===== src/rtl/uart_irq_pkg.sv =====
package uart_irq_pkg;
    localparam int REG_W  = 32;
    localparam int IER_W  = 8;
    localparam int CODE_W = 4;

    localparam int EN_RXAV  = 0;
    localparam int EN_TXRQ  = 1;
    localparam int EN_LINE  = 2;
    localparam int EN_MODEM = 3;
    localparam int EN_TMO   = 4;
    localparam int EN_CODE  = 5;
    localparam int EN_UNIT  = 6;
    localparam int EN_DMA   = 7;

    localparam int ABL_BIT  = 4;

    localparam logic [CODE_W-1:0] ID_LINE  = 4'b0110;
    localparam logic [CODE_W-1:0] ID_RXAV  = 4'b0100;
    localparam logic [CODE_W-1:0] ID_TMO   = 4'b1100;
    localparam logic [CODE_W-1:0] ID_TXRQ  = 4'b0010;
    localparam logic [CODE_W-1:0] ID_MODEM = 4'b0000;
    localparam logic [CODE_W-1:0] ID_NONE  = 4'b0001;

    typedef struct packed {
        logic line;
        logic rxav;
        logic tmo;
        logic txrq;
        logic modem;
    } irq_src_t;
endpackage


===== src/rtl/uart_irq_enreg.sv =====
module uart_irq_enreg
    import uart_irq_pkg::*;
#(
    parameter int DW = REG_W,
    parameter int EW = IER_W
) (
    input  logic          clk,
    input  logic          rst_n,
    input  logic          wr_en,
    input  logic [DW-1:0] wdata,
    output logic [EW-1:0] en_q,
    output logic          viol_q
);
    typedef struct packed {
        logic [EW-1:0] en;
        logic          viol;
    } en_state_t;

    en_state_t st_d, st_q;
    logic      bad_wr;

    always_comb begin
        st_d      = st_q;
        st_d.viol = 1'b0;
        bad_wr    = wdata[EN_DMA] & (wdata[EN_RXAV] | wdata[EN_TXRQ]);
        if (wr_en) begin
            if (bad_wr) st_d.viol = 1'b1;
            else        st_d.en   = wdata[EW-1:0];
        end
    end

    always_ff @(posedge clk or negedge rst_n) begin
        if (!rst_n) st_q <= '0;
        else        st_q <= st_d;
    end

    assign en_q   = st_q.en;
    assign viol_q = st_q.viol;
endmodule


===== src/rtl/uart_irq_srcs.sv =====
module uart_irq_srcs
    import uart_irq_pkg::*;
(
    input  logic     clk,
    input  logic     rst_n,
    input  logic     set_line,
    input  logic     clr_line,
    input  logic     set_modem,
    input  logic     clr_modem,
    input  logic     set_tmo,
    input  logic     rx_push,
    input  logic     rx_avail,
    input  logic     tx_need,
    input  logic     tx_ack,
    output irq_src_t pend
);
    typedef struct packed {
        logic line;
        logic modem;
        logic tmo;
        logic txack;
    } src_state_t;

    src_state_t st_d, st_q;

    always_comb begin
        st_d = st_q;
        if (clr_line)  st_d.line  = 1'b0;
        if (set_line)  st_d.line  = 1'b1;
        if (clr_modem) st_d.modem = 1'b0;
        if (set_modem) st_d.modem = 1'b1;
        if (set_tmo)   st_d.tmo   = 1'b1;
        if (rx_push)   st_d.tmo   = 1'b0;
        if (!tx_need)    st_d.txack = 1'b0;
        else if (tx_ack) st_d.txack = 1'b1;
    end

    always_ff @(posedge clk or negedge rst_n) begin
        if (!rst_n) st_q <= '0;
        else        st_q <= st_d;
    end

    always_comb begin
        pend.line  = st_q.line;
        pend.rxav  = rx_avail;
        pend.tmo   = st_q.tmo;
        pend.txrq  = tx_need & ~st_q.txack;
        pend.modem = st_q.modem;
    end
endmodule


===== src/rtl/uart_irq_prio.sv =====
module uart_irq_prio
    import uart_irq_pkg::*;
(
    input  irq_src_t          req,
    output logic [CODE_W-1:0] code,
    output logic              any
);
    always_comb begin
        any = |req;
        if (req.line)       code = ID_LINE;
        else if (req.rxav)  code = ID_RXAV;
        else if (req.tmo)   code = ID_TMO;
        else if (req.txrq)  code = ID_TXRQ;
        else if (req.modem) code = ID_MODEM;
        else                code = ID_NONE;
    end
endmodule


===== src/rtl/uart_irq_ident.sv =====
module uart_irq_ident
    import uart_irq_pkg::*;
(
    input  logic             clk,
    input  logic             rst_n,
    input  logic             src_line_err,
    input  logic             src_rx_avail,
    input  logic             src_rx_timeout,
    input  logic             src_rx_push,
    input  logic             src_tx_need,
    input  logic             src_modem_chg,
    input  logic             src_abaud_lock,
    input  logic             clr_line,
    input  logic             clr_modem,
    input  logic             reg_wr_en,
    input  logic [REG_W-1:0] reg_wdata,
    output logic [REG_W-1:0] ier_rdata,
    input  logic             iir_rd,
    output logic [REG_W-1:0] iir_rdata,
    output logic             irq,
    output logic             dma_violation
);
    logic [IER_W-1:0]  en_q;
    irq_src_t          pend, masked;
    logic [CODE_W-1:0] code;
    logic              any;
    logic              tx_ack;

    uart_irq_enreg #(.DW(REG_W), .EW(IER_W)) u_enreg (
        .clk    (clk),
        .rst_n  (rst_n),
        .wr_en  (reg_wr_en),
        .wdata  (reg_wdata),
        .en_q   (en_q),
        .viol_q (dma_violation)
    );

    assign tx_ack = iir_rd & (code == ID_TXRQ);

    uart_irq_srcs u_srcs (
        .clk       (clk),
        .rst_n     (rst_n),
        .set_line  (src_line_err),
        .clr_line  (clr_line),
        .set_modem (src_modem_chg),
        .clr_modem (clr_modem),
        .set_tmo   (src_rx_timeout),
        .rx_push   (src_rx_push),
        .rx_avail  (src_rx_avail),
        .tx_need   (src_tx_need),
        .tx_ack    (tx_ack),
        .pend      (pend)
    );

    always_comb begin
        masked.line  = pend.line  & en_q[EN_LINE];
        masked.rxav  = pend.rxav  & en_q[EN_RXAV];
        masked.tmo   = pend.tmo   & en_q[EN_TMO];
        masked.txrq  = pend.txrq  & en_q[EN_TXRQ];
        masked.modem = pend.modem & en_q[EN_MODEM];
    end

    uart_irq_prio u_prio (
        .req  (masked),
        .code (code),
        .any  (any)
    );

    always_comb begin
        ier_rdata                = '0;
        ier_rdata[IER_W-1:0]     = en_q;
        iir_rdata                = '0;
        iir_rdata[CODE_W-1:0]    = code;
        iir_rdata[ABL_BIT]       = src_abaud_lock;
        irq = en_q[EN_UNIT] & (any | src_abaud_lock);
    end
endmodule


===== config.mk =====
export PLATFORM = sky130hd
export DESIGN_NAME = uart_irq_ident
export DESIGN_NICKNAME = d
export VERILOG_FILES = /design/src/rtl/uart_irq_pkg.sv /design/src/rtl/uart_irq_enreg.sv /design/src/rtl/uart_irq_srcs.sv /design/src/rtl/uart_irq_prio.sv /design/src/rtl/uart_irq_ident.sv
export SDC_FILE = /design/constraint.sdc
export NUM_CORES = 1
export LEC_CHECK = 0
export BUFFER_PORTS_ARGS = -buffer_cell sky130_fd_sc_hd__buf_2
export CAP_MARGIN = 0
export CORE_MARGIN = 2
export CORE_UTILIZATION = 32
export CTS_CLUSTER_DIAMETER = 120
export DETAILED_ROUTE_END_ITERATION = 10
export HOLD_SLACK_MARGIN = 0.06
export PLACE_DENSITY = 0.72
export SYNTH_ARGS = -nofsm -noshare
export SYNTH_HDL_FRONTEND = slang
export SYNTH_HIERARCHICAL = 1
export SYNTH_SLANG_ARGS = --single-unit

===== constraint.sdc =====
create_clock -name clk -period 2.2 [get_ports clk]
set_clock_uncertainty 0.05 [all_clocks]
set_input_delay 0.55 -clock clk [delete_from_list [all_inputs] [get_ports clk]]
set_output_delay 0.55 -clock clk [all_outputs]
set_load 0.01 [all_outputs]

==> impl_metrics.tcl, run 1 <==
set metrics [dict create \
    p_seq_share_pct 40.2 \
    syn_to_final_growth_pct 9.17 \
    start_kind "flop" \
    antenna_cells 0 \
    synth_top_area_share_pct 37.6 \
    p_leak_nw 0.668 \
    avgSynthCellArea_um2 8.74 \
    cts_buffers 3 \
    totalWireLength_um 2030 \
    post-route-period-util_pct 110 \
    hold_viol 0 \
    fin_ws_ps -212 \
    p_comb_share_pct 38.7 \
    cp_data_required_time_ps 1600 \
    fillCellCount 381 \
    rsz0062_at_grt "true" \
    numClockSinks 13 \
    dp_slack_ps -184 \
    totalPowerFinal_mw 0.710 \
    synth_edf_count 0 \
    synth-seq-cells 13 \
    status "finished, violations left" \
    drv_slew 0 \
    path_clk_slew_ps 80 \
    max-cap-violations 0 \
    drive_gt1_share_pct 32.3 \
    finalSetupViolations 3 \
    fin_util_pct 36.6 \
    dieArea_um2 3980 \
    die_height_um 63.1 \
    grt_usage_pct 10.5 \
    first_global_vias 701 \
    num_rows 21 \
    netlist_top_cells_count "buf_4, dfrtp_1, o211ai_1, nand2_1, and2_1" \
    vias_per_cell 3.85 \
    vias 821 \
    r2r_setup_slack_ps 410 \
    h-tree-depth 1 \
    dp_hpwl_um 1610 \
    tritoncts "done" \
    yosys_warnings 6 \
    power.internal_mw 0.464 \
    critPathMaxFanout 2 \
    nNetsFinal 213 \
    antenna_found_initial 0 \
    crit_type "flop to output port" \
    synth_area_um2 1120 \
    port_buffers 35 \
    seq_area_um2 325 \
    hold_class "primary input to async pin" \
    clock_latency_ps 280 \
    reg2reg_to "u_srcs/st_q[0]" \
    initial_core_util_pct 33.5 \
    synthArstFlopShare_pct 100 \
    grt_pass1_wl_um 3190 \
    ys_types 23 \
    ys.flop_type "dfrtp_1" \
    seq_area_frac_synth_pct 29.1 \
    worstSetupEndpointType "output port" \
    clockRootBuffer "clkbuf_4" \
    synth_most_common_cell "buf_4" \
    coreArea_um2 3340 \
    setup-tns-final_ps -426 \
    clkPwrFrac_pct 21.2 \
    p_sw_mw 0.246 \
    fin_crit_ps 2410 \
    r2r-start "u_srcs/pend[2]" \
    wl_per_cell_um 9.51 \
    failed_checks "negative setup slack" \
    io_pins 111 \
    place_congestion 0.751 \
    overflow 0 \
    max_freq_mhz 415 \
    power.density_nw_per_um2 582 \
    grt_max_degree 16 \
    multiInputGateArea_um2 541 \
    drt_first_pass_iters 2 \
    r2r_cells 8 \
    ir_drop_mv 0.247 \
    crit_arrival_ps 1810 \
    die_w_um 63.1 \
    postRouteAntennaNets 0 \
    drt-initial-drc-count 9 \
    drc 0 \
    synth_largest_area_cell "buf_4" \
    cts.path.max_buffers 2 \
    p_sw_share_pct 34.7 \
    synthCells 128 \
    yosys-top-cells-area "buf_4, dfrtp_1, o211ai_1" \
]
[registers in the layout, summed over array words and instances (netlist names)]
register,flops
u_srcs/pend,3
u_enreg/viol_q,1
u_enreg/en_q,8
u_srcs/st_q,1
[worst max path at each step]
| stage | startpoint | end | slack [ps] | depth (start not counted) |
|---|---|---|---|---|
| 2_1_floorplan | src_rx_avail | irq | -130 | 5 |
| 3_3_place_gp | src_rx_avail | irq | -180 | 6 |
| 3_5_place_dp | src_rx_avail | irq | -180 | 6 |
| 4_1_cts | u_srcs/pend[2] | irq | -240 | 5 |
| 5_1_grt | u_srcs/pend[2] | irq | -290 | 5 |
| 6_report | u_srcs/pend[2] | irq | -210 | 5 |
[cell type report]
class / count / area share [%]
Multi-Input combinational cell: 102 / 44.3
Timing Repair Buffer: 45 / 21.3
Clock buffer: 4 / 2.15
Sequential cell: 13 / 26.6
Tap cell: 46 / 4.71
Inverter: 3 / 0.922
[worst max-delay path, cell delays in order (launching register included)]
cell and delay (ps):
dfrtp_1 380, and2_4 160, or3_4 380, or3_1 310, o21a_1 170, buf_2 130
[metrics by stage]
stage	cells	area [um2]	hold slack, ps
final	213	1220	95.7
after global routing	213	1220	109
after CTS	211	1200	95.4
after detailed placement	204	1130	408
after global placement	204	1130	406
after floorplan	178	1310	204
[cells by family (layout without fill, tap and decap cells)]
logic type,count (synthesis),in the layout,synth area share [%]
flip-flops,13,13,29.1
AND/OR/NAND/NOR,32,32,16.7
other,1,51,0.335
AO/OA/AOI/OAI,19,19,13.1
buffers and inverters,63,52,40.8
[power groups by stage]
stage,registers [mW],clock network (mW),logic (mW)
global placement,0.291,0,0.231
global route,0.290,0.164,0.306
detailed placement,0.293,0,0.236
CTS,0.287,0.159,0.268
floorplan,0.301,0,0.205
finish,0.285,0.150,0.275
[layer usage]
layer  wire length (um)  part of all wire [%]  track usage (%)  up-vias
li1                   -                     -                -      388
met1                772                    38             11.6      378
met2               1010                    50             18.2       50
met5                  0                     0                0        -
met3                202                    10             2.50        5
met4                 41                   2.0             5.83        0
[repair_timing]
item,4_1_cts,5_1_grt
buffers inserted,3,2
setup endpoints to repair,2,3
hold buffers,0,0
pin swaps,1,1
gates resized for setup,5,1
[placed cells by master (no fill, tap or decap)]
cell / netlist / layout
nand2_1: 8 / 8
nor4_2: 1 / 1
conb_1: 1 / 51
nor2_1: 3 / 3
or3_4: 1 / 1
clkbuf_4: 0 / 3
nor3b_1: 1 / 1
or3_1: 1 / 1
a2bb2oi_1: 2 / 2
buf_6: 1 / 2
o211ai_1: 10 / 10
inv_1: 3 / 3
nand2b_1: 5 / 5
buf_2: 2 / 34
o21a_1: 3 / 3
a21o_1: 3 / 3
and2_4: 0 / 2
dfrtp_1: 13 / 13
or3b_1: 1 / 1
nor3_4: 0 / 1
and2_1: 6 / 4
clkbuf_1: 1 / 1
a21oi_2: 1 / 1
nor2b_1: 4 / 4
buf_4: 56 / 9
Note: power is estimated with default switching activity, not from simulation.
==> run 2: changes to the inputs <==
--- a/config.mk
+++ b/config.mk
@@ -5,6 +5,7 @@
 export SDC_FILE = /design/constraint.sdc
 export NUM_CORES = 1
 export LEC_CHECK = 0
+export ABC_AREA = 1
 export BUFFER_PORTS_ARGS = -buffer_cell sky130_fd_sc_hd__buf_2
 export CAP_MARGIN = 0
 export CORE_MARGIN = 2
@@ -12,7 +13,7 @@
 export CTS_CLUSTER_DIAMETER = 120
 export DETAILED_ROUTE_END_ITERATION = 10
 export HOLD_SLACK_MARGIN = 0.06
-export PLACE_DENSITY = 0.72
+export PLACE_DENSITY = 0.73
 export SYNTH_ARGS = -nofsm -noshare
 export SYNTH_HDL_FRONTEND = slang
 export SYNTH_HIERARCHICAL = 1
==> impl_metrics.tcl, run 2 <==
set metrics [dict create \
    status "completed" \
    cts_resized 0 \
    grt_pass1_wl_um 2440 \
    syn_to_final_growth_pct 1.87 \
    nNetsFinal 219 \
    clockRootBuffer "clkbuf_4" \
    num_rows 20 \
    grt_usage_pct 8.58 \
    postRouteAntennaNets 0 \
    tritoncts "done" \
    clock_latency_ps 270 \
    totalWireLength_um 1670 \
    synthCells 141 \
    yosys_warnings 6 \
    numClockSinks 13 \
    rsz0062_at_grt "false" \
    postCtsSetupBuffers 0 \
    vias 731 \
    fin_crit_ps 1930 \
    overflow 0 \
    hold_viol 0 \
    netlist_top_cells_count "buf_4, nand2_1, inv_1, dfrtp_1, nand3_1" \
    final_common_cell "conb_1" \
    crit_type "primary input to output port" \
    postCtsHoldBufs 0 \
    worstSetupEndpointType "output port" \
    dp_hpwl_um 1450 \
    ys.flop_type "dfrtp_1" \
    place_congestion 0.695 \
    post-route-period-util_pct 87.9 \
    drv_slew 0 \
    drt_first_pass_iters 3 \
    wl_per_cell_um 7.69 \
    yosys-top-cells-area "buf_4, dfrtp_1, nand2_1" \
    synth_edf_count 0 \
    fillCellCount 373 \
    drive_gt1_share_pct 26.6 \
    final_cell_mix "conb_1, buf_2, nand2_1" \
    synthArstFlopShare_pct 100 \
    max-cap-violations 0 \
    ir_drop_mv 0.263 \
    critPathMaxFanout 2 \
    start_kind "primary input" \
    largest_reg_flops 8 \
    fin_util_pct 35.1 \
    grt_max_degree 14 \
    seq_area_frac_synth_pct 30.4 \
    whs_ps 99.1 \
    initial_core_util_pct 34.4 \
    drc 0 \
    synth_largest_area_cell "buf_4" \
    cts_buffers 3 \
    synth_area_um2 1070 \
    avgSynthCellArea_um2 7.58 \
    vias_per_cell 3.37 \
    die_w_um 61.8 \
    power.density_nw_per_um2 571 \
    p_leak_nw 0.722 \
    finalSetupViolations 0 \
    antenna_cells 0 \
    cp_data_required_time_ps 1600 \
    synth-seq-cells 13 \
    synth_top_area_share_pct 39.3 \
    ys_types 14 \
    crit_arrival_ps 1330 \
    path_clk_slew_ps 80 \
    dieArea_um2 3820 \
    coreArea_um2 3100 \
    synth_most_common_cell "buf_4" \
    port_buffers 35 \
    cts.path.max_buffers 2 \
    io_pins 111 \
    die_height_um 61.8 \
    setup-tns-final_ps 0 \
    max_freq_mhz 517 \
    instances_no_fill 217 \
    first_global_vias 574 \
    h-tree-depth 1 \
    antenna_found_initial 0 \
    hold_class "primary input to async pin" \
    drt-initial-drc-count 5 \
    dp.cells 213 \
]
run 2: cell types whose count changed after synthesis, sizes merged, moves of 3 or more:
cell    previous run  this run
a21o               3         0
nand2b             5         0
inv                3        16
nor2b              4         0
nand2              8        31
nand3              0        10
o211ai            10         0
nor2               3        11
and2               6         0
run 2: kinds of logic (layout without fill, tap and decap cells):
family	after synthesis	count (layout)	share of synthesized area, %
AOI/OAI and AO/OA	2	2	2.23
buffers and inverters	73	55	45.4
DFF	13	13	30.4
other	1	51	0.351
and+or+nand+nor	52	52	21.5
run 2: per-stage QoR:
| stage | worst slack, ps | instance area, um2 | power [mW] |
|---|---|---|---|
| finish | 267 | 1090 | 0.622 |
| global route | 126 | 1090 | 0.678 |
| CTS | 240 | 1090 | 0.638 |
| detailed placement | 257 | 1060 | 0.484 |
| global placement | 254 | 1060 | 0.481 |
| floorplan | 425 | 1260 | 0.485 |
run 2: path summary, 6_finish.rpt:
kind	startpoint	end	slack, ps	cells after the start
worst max register to register	u_enreg/en_q[2]	u_srcs/st_q[0]	920	10
worst max-delay path	src_tx_need	irq	270	9
worst min register to register	u_srcs/pend[4]	u_srcs/pend[4]	430	2
min in group clk	src_rx_push	u_srcs/pend[2]	360	2
worst min-delay path	rst_n	u_enreg/en_q[2]	100	1
max in group asynchronous	rst_n	u_enreg/en_q[1]	1770	1
run 2: cell type report:
class / instances / area (um2) / share of cell area [%]
Timing Repair Buffer: 35 / 175 / 16.1
Clock buffer: 3 / 22.5 / 2.07
Multi-Input combinational cell: 105 / 445 / 40.9
Clock inverter: 1 / 5.00 / 0.460
Tap cell: 44 / 55.1 / 5.06
Sequential cell: 13 / 325 / 29.9
Inverter: 16 / 60.1 / 5.52
run 2: worst max-delay path: stages:
cell and delay (ps):
buf_2 90, inv_1 60, nor2_1 40, nand2_1 50
inv_1 50, nor2_1 110, nand3_1 80, o21a_1 160
buf_2 130
run 2: metal layers:
| layer | up-vias | share of wire, % | GRT usage, % |
|---|---|---|---|
| li1 | 377 | - | - |
| met1 | 305 | 43 | 11.1 |
| met2 | 49 | 47 | 14.3 |
| met3 | 0 | 9.6 | 1.24 |
| met4 | 0 | 0 | 3.65 |
| met5 | - | 0 | 0 |
run 2: power breakdown:
part / internal, mW / switching, mW / total [mW]
Clock: 0.0674 / 0.0774 / 0.145
Combinational: 0.0657 / 0.131 / 0.197
Sequential: 0.264 / 0.0163 / 0.280
